==> src/rtl/sram_ctrl_pkg.sv <==
package sram_ctrl_pkg;

   typedef enum logic [2:0] {
      PH_IDLE    = 3'd0,
      PH_SETUP   = 3'd1,
      PH_STROBE  = 3'd2,
      PH_RECOVER = 3'd3,
      PH_ACCESS  = 3'd4
   } phase_e;

   function automatic int unsigned imax(input int unsigned a, input int unsigned b);
      return (a > b) ? a : b;
   endfunction

endpackage

==> src/rtl/sram_phase_timer.sv <==
module sram_phase_timer #(
   parameter int CNT_W = 4
) (
   input  logic             clk,
   input  logic             rst_n,
   input  logic             load,
   input  logic [CNT_W-1:0] load_val,
   output logic             expired
);
   logic [CNT_W-1:0] cnt_q;

   always_ff @(posedge clk or negedge rst_n) begin
      if (!rst_n)              cnt_q <= '0;
      else if (load)           cnt_q <= load_val;
      else if (cnt_q != '0)    cnt_q <= cnt_q - 1'b1;
   end

   assign expired = (cnt_q == '0);
endmodule

==> src/rtl/sram_phase_seq.sv <==
module sram_phase_seq
   import sram_ctrl_pkg::*;
#(
   parameter int CNT_W      = 4,
   parameter int SETUP_LEN  = 1,
   parameter int STROBE_LEN = 1,
   parameter int HOLD_LEN   = 1,
   parameter int ACCESS_LEN = 1
) (
   input  logic             clk,
   input  logic             rst_n,
   input  logic             start,
   input  logic             start_write,
   input  logic             expired,
   output phase_e           phase,
   output logic             load,
   output logic [CNT_W-1:0] load_val,
   output logic             finish
);
   localparam logic [CNT_W-1:0] SETUP_LD  = CNT_W'(SETUP_LEN - 1);
   localparam logic [CNT_W-1:0] STROBE_LD = CNT_W'(STROBE_LEN - 1);
   localparam logic [CNT_W-1:0] HOLD_LD   = CNT_W'(HOLD_LEN - 1);
   localparam logic [CNT_W-1:0] ACCESS_LD = CNT_W'(ACCESS_LEN - 1);

   phase_e phase_q, phase_d;

   always_comb begin
      phase_d  = phase_q;
      load     = 1'b0;
      load_val = '0;
      case (phase_q)
         PH_IDLE: if (start) begin
            load = 1'b1;
            if (start_write) begin
               phase_d  = PH_SETUP;
               load_val = SETUP_LD;
            end else begin
               phase_d  = PH_ACCESS;
               load_val = ACCESS_LD;
            end
         end
         PH_SETUP: if (expired) begin
            phase_d  = PH_STROBE;
            load     = 1'b1;
            load_val = STROBE_LD;
         end
         PH_STROBE: if (expired) begin
            phase_d  = PH_RECOVER;
            load     = 1'b1;
            load_val = HOLD_LD;
         end
         PH_RECOVER: if (expired) phase_d = PH_IDLE;
         PH_ACCESS:  if (expired) phase_d = PH_IDLE;
         default:    phase_d = PH_IDLE;
      endcase
   end

   always_ff @(posedge clk or negedge rst_n) begin
      if (!rst_n) phase_q <= PH_IDLE;
      else        phase_q <= phase_d;
   end

   assign phase  = phase_q;
   assign finish = expired && ((phase_q == PH_RECOVER) || (phase_q == PH_ACCESS));
endmodule

==> src/rtl/sram_pin_decode.sv <==
module sram_pin_decode
   import sram_ctrl_pkg::*;
#(
   parameter int ADDR_W     = 8,
   parameter int DATA_W     = 4,
   parameter bit SHARED_BUS = 1'b0
) (
   input  phase_e            phase,
   input  logic [ADDR_W-1:0] addr_q,
   input  logic [DATA_W-1:0] data_q,
   output logic [ADDR_W-1:0] mem_addr,
   output logic              mem_cs1_n,
   output logic              mem_cs2,
   output logic              mem_od,
   output logic              mem_rw_n,
   output logic [DATA_W-1:0] mem_wdata,
   output logic              mem_wdata_oe
);
   logic selected;

   assign selected  = (phase != PH_IDLE);
   assign mem_cs1_n = ~selected;
   assign mem_cs2   = selected;
   assign mem_rw_n  = (phase != PH_STROBE);
   assign mem_addr  = addr_q;
   assign mem_wdata = data_q;

   generate
      if (SHARED_BUS) begin : g_shared
         // memory outputs off for the whole write; drive only from the strobe on
         assign mem_od       = (phase != PH_ACCESS);
         assign mem_wdata_oe = (phase == PH_STROBE) || (phase == PH_RECOVER);
      end else begin : g_split
         // separate wires: memory outputs stay on while selected, data presented early
         assign mem_od       = (phase == PH_IDLE);
         assign mem_wdata_oe = (phase == PH_SETUP) || (phase == PH_STROBE) ||
                               (phase == PH_RECOVER);
      end
   endgenerate
endmodule

==> src/rtl/sram_cycle_ctrl.sv <==
module sram_cycle_ctrl
   import sram_ctrl_pkg::*;
#(
   parameter int ADDR_W         = 8,
   parameter int DATA_W         = 4,
   parameter bit SHARED_BUS     = 1'b0,
   parameter int CYC_ADDR_SETUP = 14,
   parameter int CYC_OD_SETUP   = 14,
   parameter int CYC_WR_PULSE   = 19,
   parameter int CYC_DATA_SETUP = 19,
   parameter int CYC_DATA_HOLD  = 5,
   parameter int CYC_WR_RECOVER = 5,
   parameter int CYC_WR_CYCLE   = 38,
   parameter int CYC_RD_ACCESS  = 32,
   parameter int CYC_RD_CYCLE   = 32
) (
   input  logic              clk,
   input  logic              rst_n,
   input  logic              req_valid,
   output logic              req_ready,
   input  logic              req_write,
   input  logic [ADDR_W-1:0] req_addr,
   input  logic [DATA_W-1:0] req_wdata,
   output logic              rsp_done,
   output logic [DATA_W-1:0] rsp_rdata,
   output logic [ADDR_W-1:0] mem_addr,
   output logic              mem_cs1_n,
   output logic              mem_cs2,
   output logic              mem_od,
   output logic              mem_rw_n,
   output logic [DATA_W-1:0] mem_wdata,
   output logic              mem_wdata_oe,
   input  logic [DATA_W-1:0] mem_rdata
);
   localparam int SETUP_LEN  = SHARED_BUS ? int'(imax(CYC_ADDR_SETUP, CYC_OD_SETUP))
                                          : CYC_ADDR_SETUP;
   localparam int STROBE_LEN = int'(imax(CYC_WR_PULSE, CYC_DATA_SETUP));
   localparam int HOLD_BASE  = int'(imax(CYC_WR_RECOVER, CYC_DATA_HOLD));
   localparam int HOLD_LEN   = (SETUP_LEN + STROBE_LEN + HOLD_BASE >= CYC_WR_CYCLE)
                               ? HOLD_BASE : CYC_WR_CYCLE - SETUP_LEN - STROBE_LEN;
   localparam int ACCESS_LEN = int'(imax(CYC_RD_ACCESS, CYC_RD_CYCLE));
   localparam int MAX_LEN    = int'(imax(imax(SETUP_LEN, STROBE_LEN),
                                         imax(HOLD_LEN, ACCESS_LEN)));
   localparam int CNT_W      = $clog2(MAX_LEN + 1);

   generate
      if (ADDR_W < 1 || DATA_W < 1) begin : g_bad_width
         $error("sram_cycle_ctrl: ADDR_W and DATA_W must be at least 1");
      end
      if (CYC_ADDR_SETUP < 1 || CYC_OD_SETUP < 1 || CYC_WR_PULSE < 1 ||
          CYC_DATA_SETUP < 1 || CYC_DATA_HOLD < 1 || CYC_WR_RECOVER < 1 ||
          CYC_WR_CYCLE < 1 || CYC_RD_ACCESS < 1 || CYC_RD_CYCLE < 1) begin : g_bad_timing
         $error("sram_cycle_ctrl: every interval count must be at least 1");
      end
   endgenerate

   phase_e            phase;
   logic              start, load, expired, finish;
   logic [CNT_W-1:0]  load_val;
   logic [ADDR_W-1:0] addr_q;
   logic [DATA_W-1:0] data_q, rdata_q;
   logic              done_q;

   assign req_ready = (phase == PH_IDLE);
   assign start     = req_valid && req_ready;

   sram_phase_seq #(
      .CNT_W(CNT_W), .SETUP_LEN(SETUP_LEN), .STROBE_LEN(STROBE_LEN),
      .HOLD_LEN(HOLD_LEN), .ACCESS_LEN(ACCESS_LEN)
   ) u_seq (
      .clk(clk), .rst_n(rst_n), .start(start), .start_write(req_write),
      .expired(expired), .phase(phase), .load(load), .load_val(load_val),
      .finish(finish)
   );

   sram_phase_timer #(.CNT_W(CNT_W)) u_timer (
      .clk(clk), .rst_n(rst_n), .load(load), .load_val(load_val), .expired(expired)
   );

   always_ff @(posedge clk or negedge rst_n) begin
      if (!rst_n) begin
         addr_q  <= '0;
         data_q  <= '0;
         rdata_q <= '0;
         done_q  <= 1'b0;
      end else begin
         if (start) begin
            addr_q <= req_addr;
            data_q <= req_wdata;
         end
         if (phase == PH_ACCESS && expired) rdata_q <= mem_rdata;
         done_q <= finish;
      end
   end

   assign rsp_done  = done_q;
   assign rsp_rdata = rdata_q;

   sram_pin_decode #(
      .ADDR_W(ADDR_W), .DATA_W(DATA_W), .SHARED_BUS(SHARED_BUS)
   ) u_pins (
      .phase(phase), .addr_q(addr_q), .data_q(data_q),
      .mem_addr(mem_addr), .mem_cs1_n(mem_cs1_n), .mem_cs2(mem_cs2),
      .mem_od(mem_od), .mem_rw_n(mem_rw_n), .mem_wdata(mem_wdata),
      .mem_wdata_oe(mem_wdata_oe)
   );
endmodule

==> config.mk <==
export PLATFORM = sky130hd
export DESIGN_NAME = sram_cycle_ctrl
export DESIGN_NICKNAME = d
export VERILOG_FILES = /design/src/rtl/sram_ctrl_pkg.sv /design/src/rtl/sram_phase_timer.sv /design/src/rtl/sram_phase_seq.sv /design/src/rtl/sram_pin_decode.sv /design/src/rtl/sram_cycle_ctrl.sv
export SDC_FILE = /design/constraint.sdc
export NUM_CORES = 1
export LEC_CHECK = 0
export ABC_CLOCK_PERIOD_IN_PS = 2500
export BUFFER_PORTS_ARGS = -buffer_cell sky130_fd_sc_hd__buf_2
export CELL_PAD_IN_SITES_DETAIL_PLACEMENT = 1
export CELL_PAD_IN_SITES_GLOBAL_PLACEMENT = 1
export CORE_ASPECT_RATIO = 1.5
export CORE_MARGIN = 3
export CORE_UTILIZATION = 36
export CTS_CLUSTER_DIAMETER = 40
export DETAILED_ROUTE_END_ITERATION = 8
export GPL_TIMING_DRIVEN = 0
export PLACE_DENSITY = 0.86
export SLEW_MARGIN = 10
export SYNTH_ARGS = -nofsm -noshare
export SYNTH_HDL_FRONTEND = slang
export SYNTH_SLANG_ARGS = --single-unit
==> constraint.sdc <==
create_clock -name clk -period 2.5 [get_ports clk]
set_clock_uncertainty 0.1 [all_clocks]
set_input_delay 0.5 -clock clk [delete_from_list [all_inputs] [get_ports clk]]
set_output_delay 0.5 -clock clk [all_outputs]
set_load 0.03 [all_outputs]
* Yosys cells after proc, flatten, opt, wreduce, memory -nomap -nowiden
Index checks and enable logic that the tools add are counted.
Word-level totals: bits in registers 26, latch bits 0, memory bits (writable) 0, memory bits (read-only) 0, logic and storage cells 47, memories kept 0
Cells by class: add/sub/neg operators 1, multipliers 0, divide/modulo/power cells 0, magnitude comparators 0, eq/ne operators 9, shift operators 0, muxes and demuxes 16, bitwise logic cells 1, reduce and logical (&&, ||, !) cells 14
Operators with widths (number):
- 3-bit two-way mux | 6
- 6-bit two-way mux | 3
- 6-bit one-hot mux with 3 select lines | 1
- 3-bit one-hot mux with 4 select lines | 1
- 5-bit two-way mux | 2
- 3-bit by 2-bit equality test with 1-bit output (second input constant) | 2
- 6-bit zero test | 1
- 6-bit nonzero test | 1
- 6-bit by 1-bit subtractor with 6-bit output (second input constant) | 1
- 2-bit by 1-bit inequality test with 1-bit output (second input constant) | 2
- 2-bit inequality test (second input constant) | 2
- 4-bit AND reduction | 1
- 2-bit OR reduction | 2
- 3-bit by 1-bit equality test with 1-bit output (second input constant) | 1
- 3-bit equality test (second input constant) | 1
- 1-bit logical AND | 3
- 3-bit zero test | 1
- 1-bit logical OR | 3
- 3-bit by 2-bit inequality test with 1-bit output (second input constant) | 1
- 3-bit nonzero test | 1
- 1-bit two-way mux | 2
- 1-bit one-hot mux with 2 select lines | 1
- 2-bit nonzero test | 1
- 1-bit inverter | 1

* Logic depth before layout (Yosys ltp)
word-level depth 5, gate-level depth with buffers 6

* By module
A second synthesis with hierarchy kept.
Second synthesis, totals: cells, all modules 125, area, all modules 1445.1 um2
By module, submodules not included:
- sram_cycle_ctrl | instances 1, cells each 37, area each 658.1 um2, seq. area each 425.4 um2
- sram_phase_timer | instances 1, cells each 40, area each 400.4 um2, seq. area each 150.1 um2
- sram_phase_seq | instances 1, cells each 31, area each 259.0 um2, seq. area each 75.1 um2
- sram_pin_decode | instances 1, cells each 17, area each 127.6 um2, seq. area each 0.0 um2

* Worst setup path before layout
OpenSTA, ideal clock, no wires.
path kind reg-to-output, start point register u_seq.phase_q[0], in the netlist u_seq.phase[0], end point output mem_cs2, data arrival time 1.812 ns, data required time 1.900 ns, path slack 0.088 ns, cell stages (with the launch flop) 4, path buffers 1, cell sequence dfrtp_1 -> clkbuf_1 -> nor3_1 -> inv_1
On the way: cells in the longest elaborated chain, start to end 1
RTL lines:
- from (decl) | RTL line sram_phase_seq.sv:25 | phase_e phase_q, phase_d;
- from (signal assigned) | RTL line sram_phase_seq.sv:60 | else phase_q <= phase_d;
- 3-bit nonzero test | RTL line sram_pin_decode.sv:21 | assign selected = (phase != PH_IDLE);
- to (decl) | RTL line sram_cycle_ctrl.sv:28 | output logic mem_cs2,
No other way between the ends.

* Worst setup path after layout
start point register u_seq.phase_q[0], in the netlist u_seq.phase[0], end point output mem_od
On the way: cells in the longest elaborated chain, start to end 1
RTL lines:
- 3-bit zero test | RTL line sram_pin_decode.sv:35 | assign mem_od = (phase == PH_IDLE);
- to (decl) | RTL line sram_cycle_ctrl.sv:29 | output logic mem_od,
No other way between the ends.

==> results.sh <==
export IMPL_post_cts_setup_buffers=0
export IMPL_drive_gt1_frac=0.371
export IMPL_yosysMostFrequentCell="nand2_1"
export IMPL_worst_pin_slew_ps=699
export IMPL_post_place_ws_ps=491
export IMPL_setup_tns_ps=0
export IMPL_swShare=0.472
export IMPL_io_buffers=42
export IMPL_grt_max_degree=27
export IMPL_max_freq_mhz=440
export IMPL_die_h_um=78.1
export IMPL_cts_tree="yes"
export IMPL_max_slew_margin=0.533
export IMPL_grt_pass1_vias=1196
export IMPL_irDropWorstVdd_mv=0.588
export IMPL_globalplace_congestion=0.780
export IMPL_insertion_delay_ps=270
export IMPL_ys_ff_latch=26
export IMPL_cts_sinks=26
export IMPL_synth_top_cell_area_share=0.522
export IMPL_internal_power_mw=1.10
export IMPL_power_leakage_nw=0.815
export IMPL_cp_end_kind="output port"
export IMPL_synth_warnings=0
export IMPL_dr_pass1_iters=4
export IMPL_criticalPathCategory="reg2out"
export IMPL_core_um2=3220
export IMPL_grt_usage=0.174
export IMPL_p_switching_uw=980
export IMPL_die_area_um2=4220
export IMPL_placed_area_um2=1510
export IMPL_clockBufferDepth=2
export IMPL_via_per_inst=5.10
export IMPL_finalHoldViolCount=0
export IMPL_syn2layout_area_growth_pct=25.3
export IMPL_report_final_slew_viol_count=0
export IMPL_num_io_pins=43
export IMPL_htree_levels=1
export IMPL_cp_endpoint="mem_od"
export IMPL_start_util=0.387
export IMPL_grt_pass1_wl_um=5580
export IMPL_nFillCells=396
export IMPL_routed_wl_um=3180
export IMPL_cts_resized=0
export IMPL_fin_area_um2=1560
export IMPL_rows=25
export IMPL_cts_hold_buf=0
export IMPL_p_per_area_nw_per_um2=1330
export IMPL_final_nets=193
export IMPL_cts_buffers=3
export IMPL_start_kind="flop"
export IMPL_antenna_found_initial=0
export IMPL_synthTopCellsByCount="nand2_1, dfrtp_1, inv_1"
export IMPL_p_comb_frac=0.541
export IMPL_diodes=0
export IMPL_setup_viol=0
export IMPL_reg2regPathDepth=5
export IMPL_pwr_share_clk=0.132
export IMPL_ys_types=38
export IMPL_clkTransAtPathRegs_ps=90
export IMPL_rrSetupSlack_ps=440
export IMPL_rr_startpoint="u_timer.cnt_q[0]$_DFFE_PN0P_"
export IMPL_wl_per_cell_um=15.2
export IMPL_ant_nets=0
export IMPL_hp_class="in2async"
export IMPL_synthArstFlopShare=1.00
export IMPL_seq_area_frac_synth=0.522
export IMPL_root_buffer="clkbuf_8"
export IMPL_synthTopCellsByArea="dfrtp_1, nand2_1, mux2_2, nor4b_2, buf_2"
export IMPL_die_x_um=54.0
export IMPL_synth_cells=124
export IMPL_dp_hpwl_um=2430
export IMPL_fin_crit_sh=0.909
export IMPL_grt_overflow_total=0
export IMPL_rsz0062_at_grt="false"
export IMPL_synth_area_per_cell_um2=10.0
export IMPL_sequentialPowerShare=0.327
export IMPL_fin_crit_ps=2270
export IMPL_drt_iter0_markers=17
export IMPL_status="completed"
export IMPL_yosysTopAreaCell="dfrtp_1"
export IMPL_drcViolationCount=0
export IMPL_mappedNetlistArea_um2=1250
export IMPL_synth_edf_count=0
export IMPL_regToRegEndpoint="rsp_rdata[3]$_DFFE_PN0P_"
export IMPL_fin_ws_ps=229
export IMPL_crit_required_ps=1900
export IMPL_crit_path_start="u_seq.phase[0]$_DFFE_PN0P_"
export IMPL_num_vias=1072
export IMPL_crit_path_max_fanout=10
export IMPL_syn_num_nets=146
export IMPL_cap_violations=0
export IMPL_critPathArrivalTime_ps=1670
export IMPL_ys_flop_type="dfrtp_1"
## per-layer routing
layer  part of all wire  up-vias  wire [um]  track usage
li1                   -      506          -            -
met1               0.36      531       1140        0.201
met2               0.58       28       1850        0.311
met3              0.039        7        124       0.0285
met4              0.019        0         62       0.0599
met5                  0        -          0            0
## per-stage QoR
stage,cells,hold WS (ps),util,power [mW]
2_1_floorplan,124,104,-,1.50
3_3_place_gp,206,357,0.468,1.76
3_5_place_dp,206,358,0.468,1.82
4_1_cts,210,133,0.485,2.10
5_1_grt,210,156,0.485,2.24
6_report,210,114,0.485,2.08
## logic make-up (layout without fill, tap and decap cells)
group                      Yosys count  in the layout  synth area share
and+or+nand+nor                     56             56             0.236
DFF                                 26             26             0.522
AOI/OAI and AO/OA                   17             17            0.0944
xor gates and xnor gates             3              3            0.0211
adders and majority gates            2              2            0.0201
buffers and inverters               15             61            0.0622
muxes                                5              5            0.0442
## power by group through the flow
stage               logic, mW  registers [mW]  clock network, mW
floorplan               0.613           0.883                  0
global route             1.23           0.708              0.302
CTS                      1.14           0.686              0.278
global placement         1.08           0.677                  0
finish                   1.12           0.681              0.274
detailed placement       1.13           0.689                  0
## state kept, by name, summed over array words and instances, names as in the netlist
signal,cells
addr_q,8
u_timer.cnt_q,6
data_q,4
rsp_rdata,4
u_seq.phase,3
rsp_done,1
## how the worst min path moves through the flow
stage	from	endpoint	slack [ps]	depth (start not counted)
finish	rst_n	rsp_rdata[1]$_DFFE_PN0P_	110	1
global placement	addr_q[7]$_DFFE_PN0N_	addr_q[7]$_DFFE_PN0N_	360	2
detailed placement	data_q[1]$_DFFE_PN0N_	data_q[1]$_DFFE_PN0N_	360	2
global route	rst_n	addr_q[1]$_DFFE_PN0N_	160	1
floorplan	rst_n	addr_q[0]$_DFFE_PN0N_	100	0
CTS	rst_n	u_seq.phase[2]$_DFFE_PN0P_	130	1
## placed cells by master (no fill, tap or decap), types with 2 or more instances in the layout
| master | count |
|---|---|
| o211ai_1 | 2 |
| clkbuf_8 | 4 |
| o21ai_0 | 4 |
| nor2_1 | 3 |
| a31oi_1 | 2 |
| nand2_1 | 37 |
| inv_1 | 6 |
| dfrtp_1 | 26 |
| nor4b_2 | 2 |
| buf_4 | 2 |
| buf_2 | 47 |
| xnor2_1 | 2 |
| mux2_2 | 4 |
| nand3_1 | 2 |
| nor3b_1 | 2 |
| ha_1 | 2 |
## area by class of cell
class	count	area, um^2	area share
inverters	6	22.5	0.0144
plain buffers	9	55.1	0.0353
well taps	40	50.0	0.0321
multi-input cells	83	518	0.332
repair buffers	42	210	0.135
flip-flops and latches	26	651	0.417
clock buffers	4	55.1	0.0353
## critical path, stage by stage (launching register included)
cell and delay (ps):
dfrtp_1 390, clkbuf_1 230, nor3_1 410, buf_4 170, buf_2 180
Note: power is estimated with default switching activity, not from simulation.
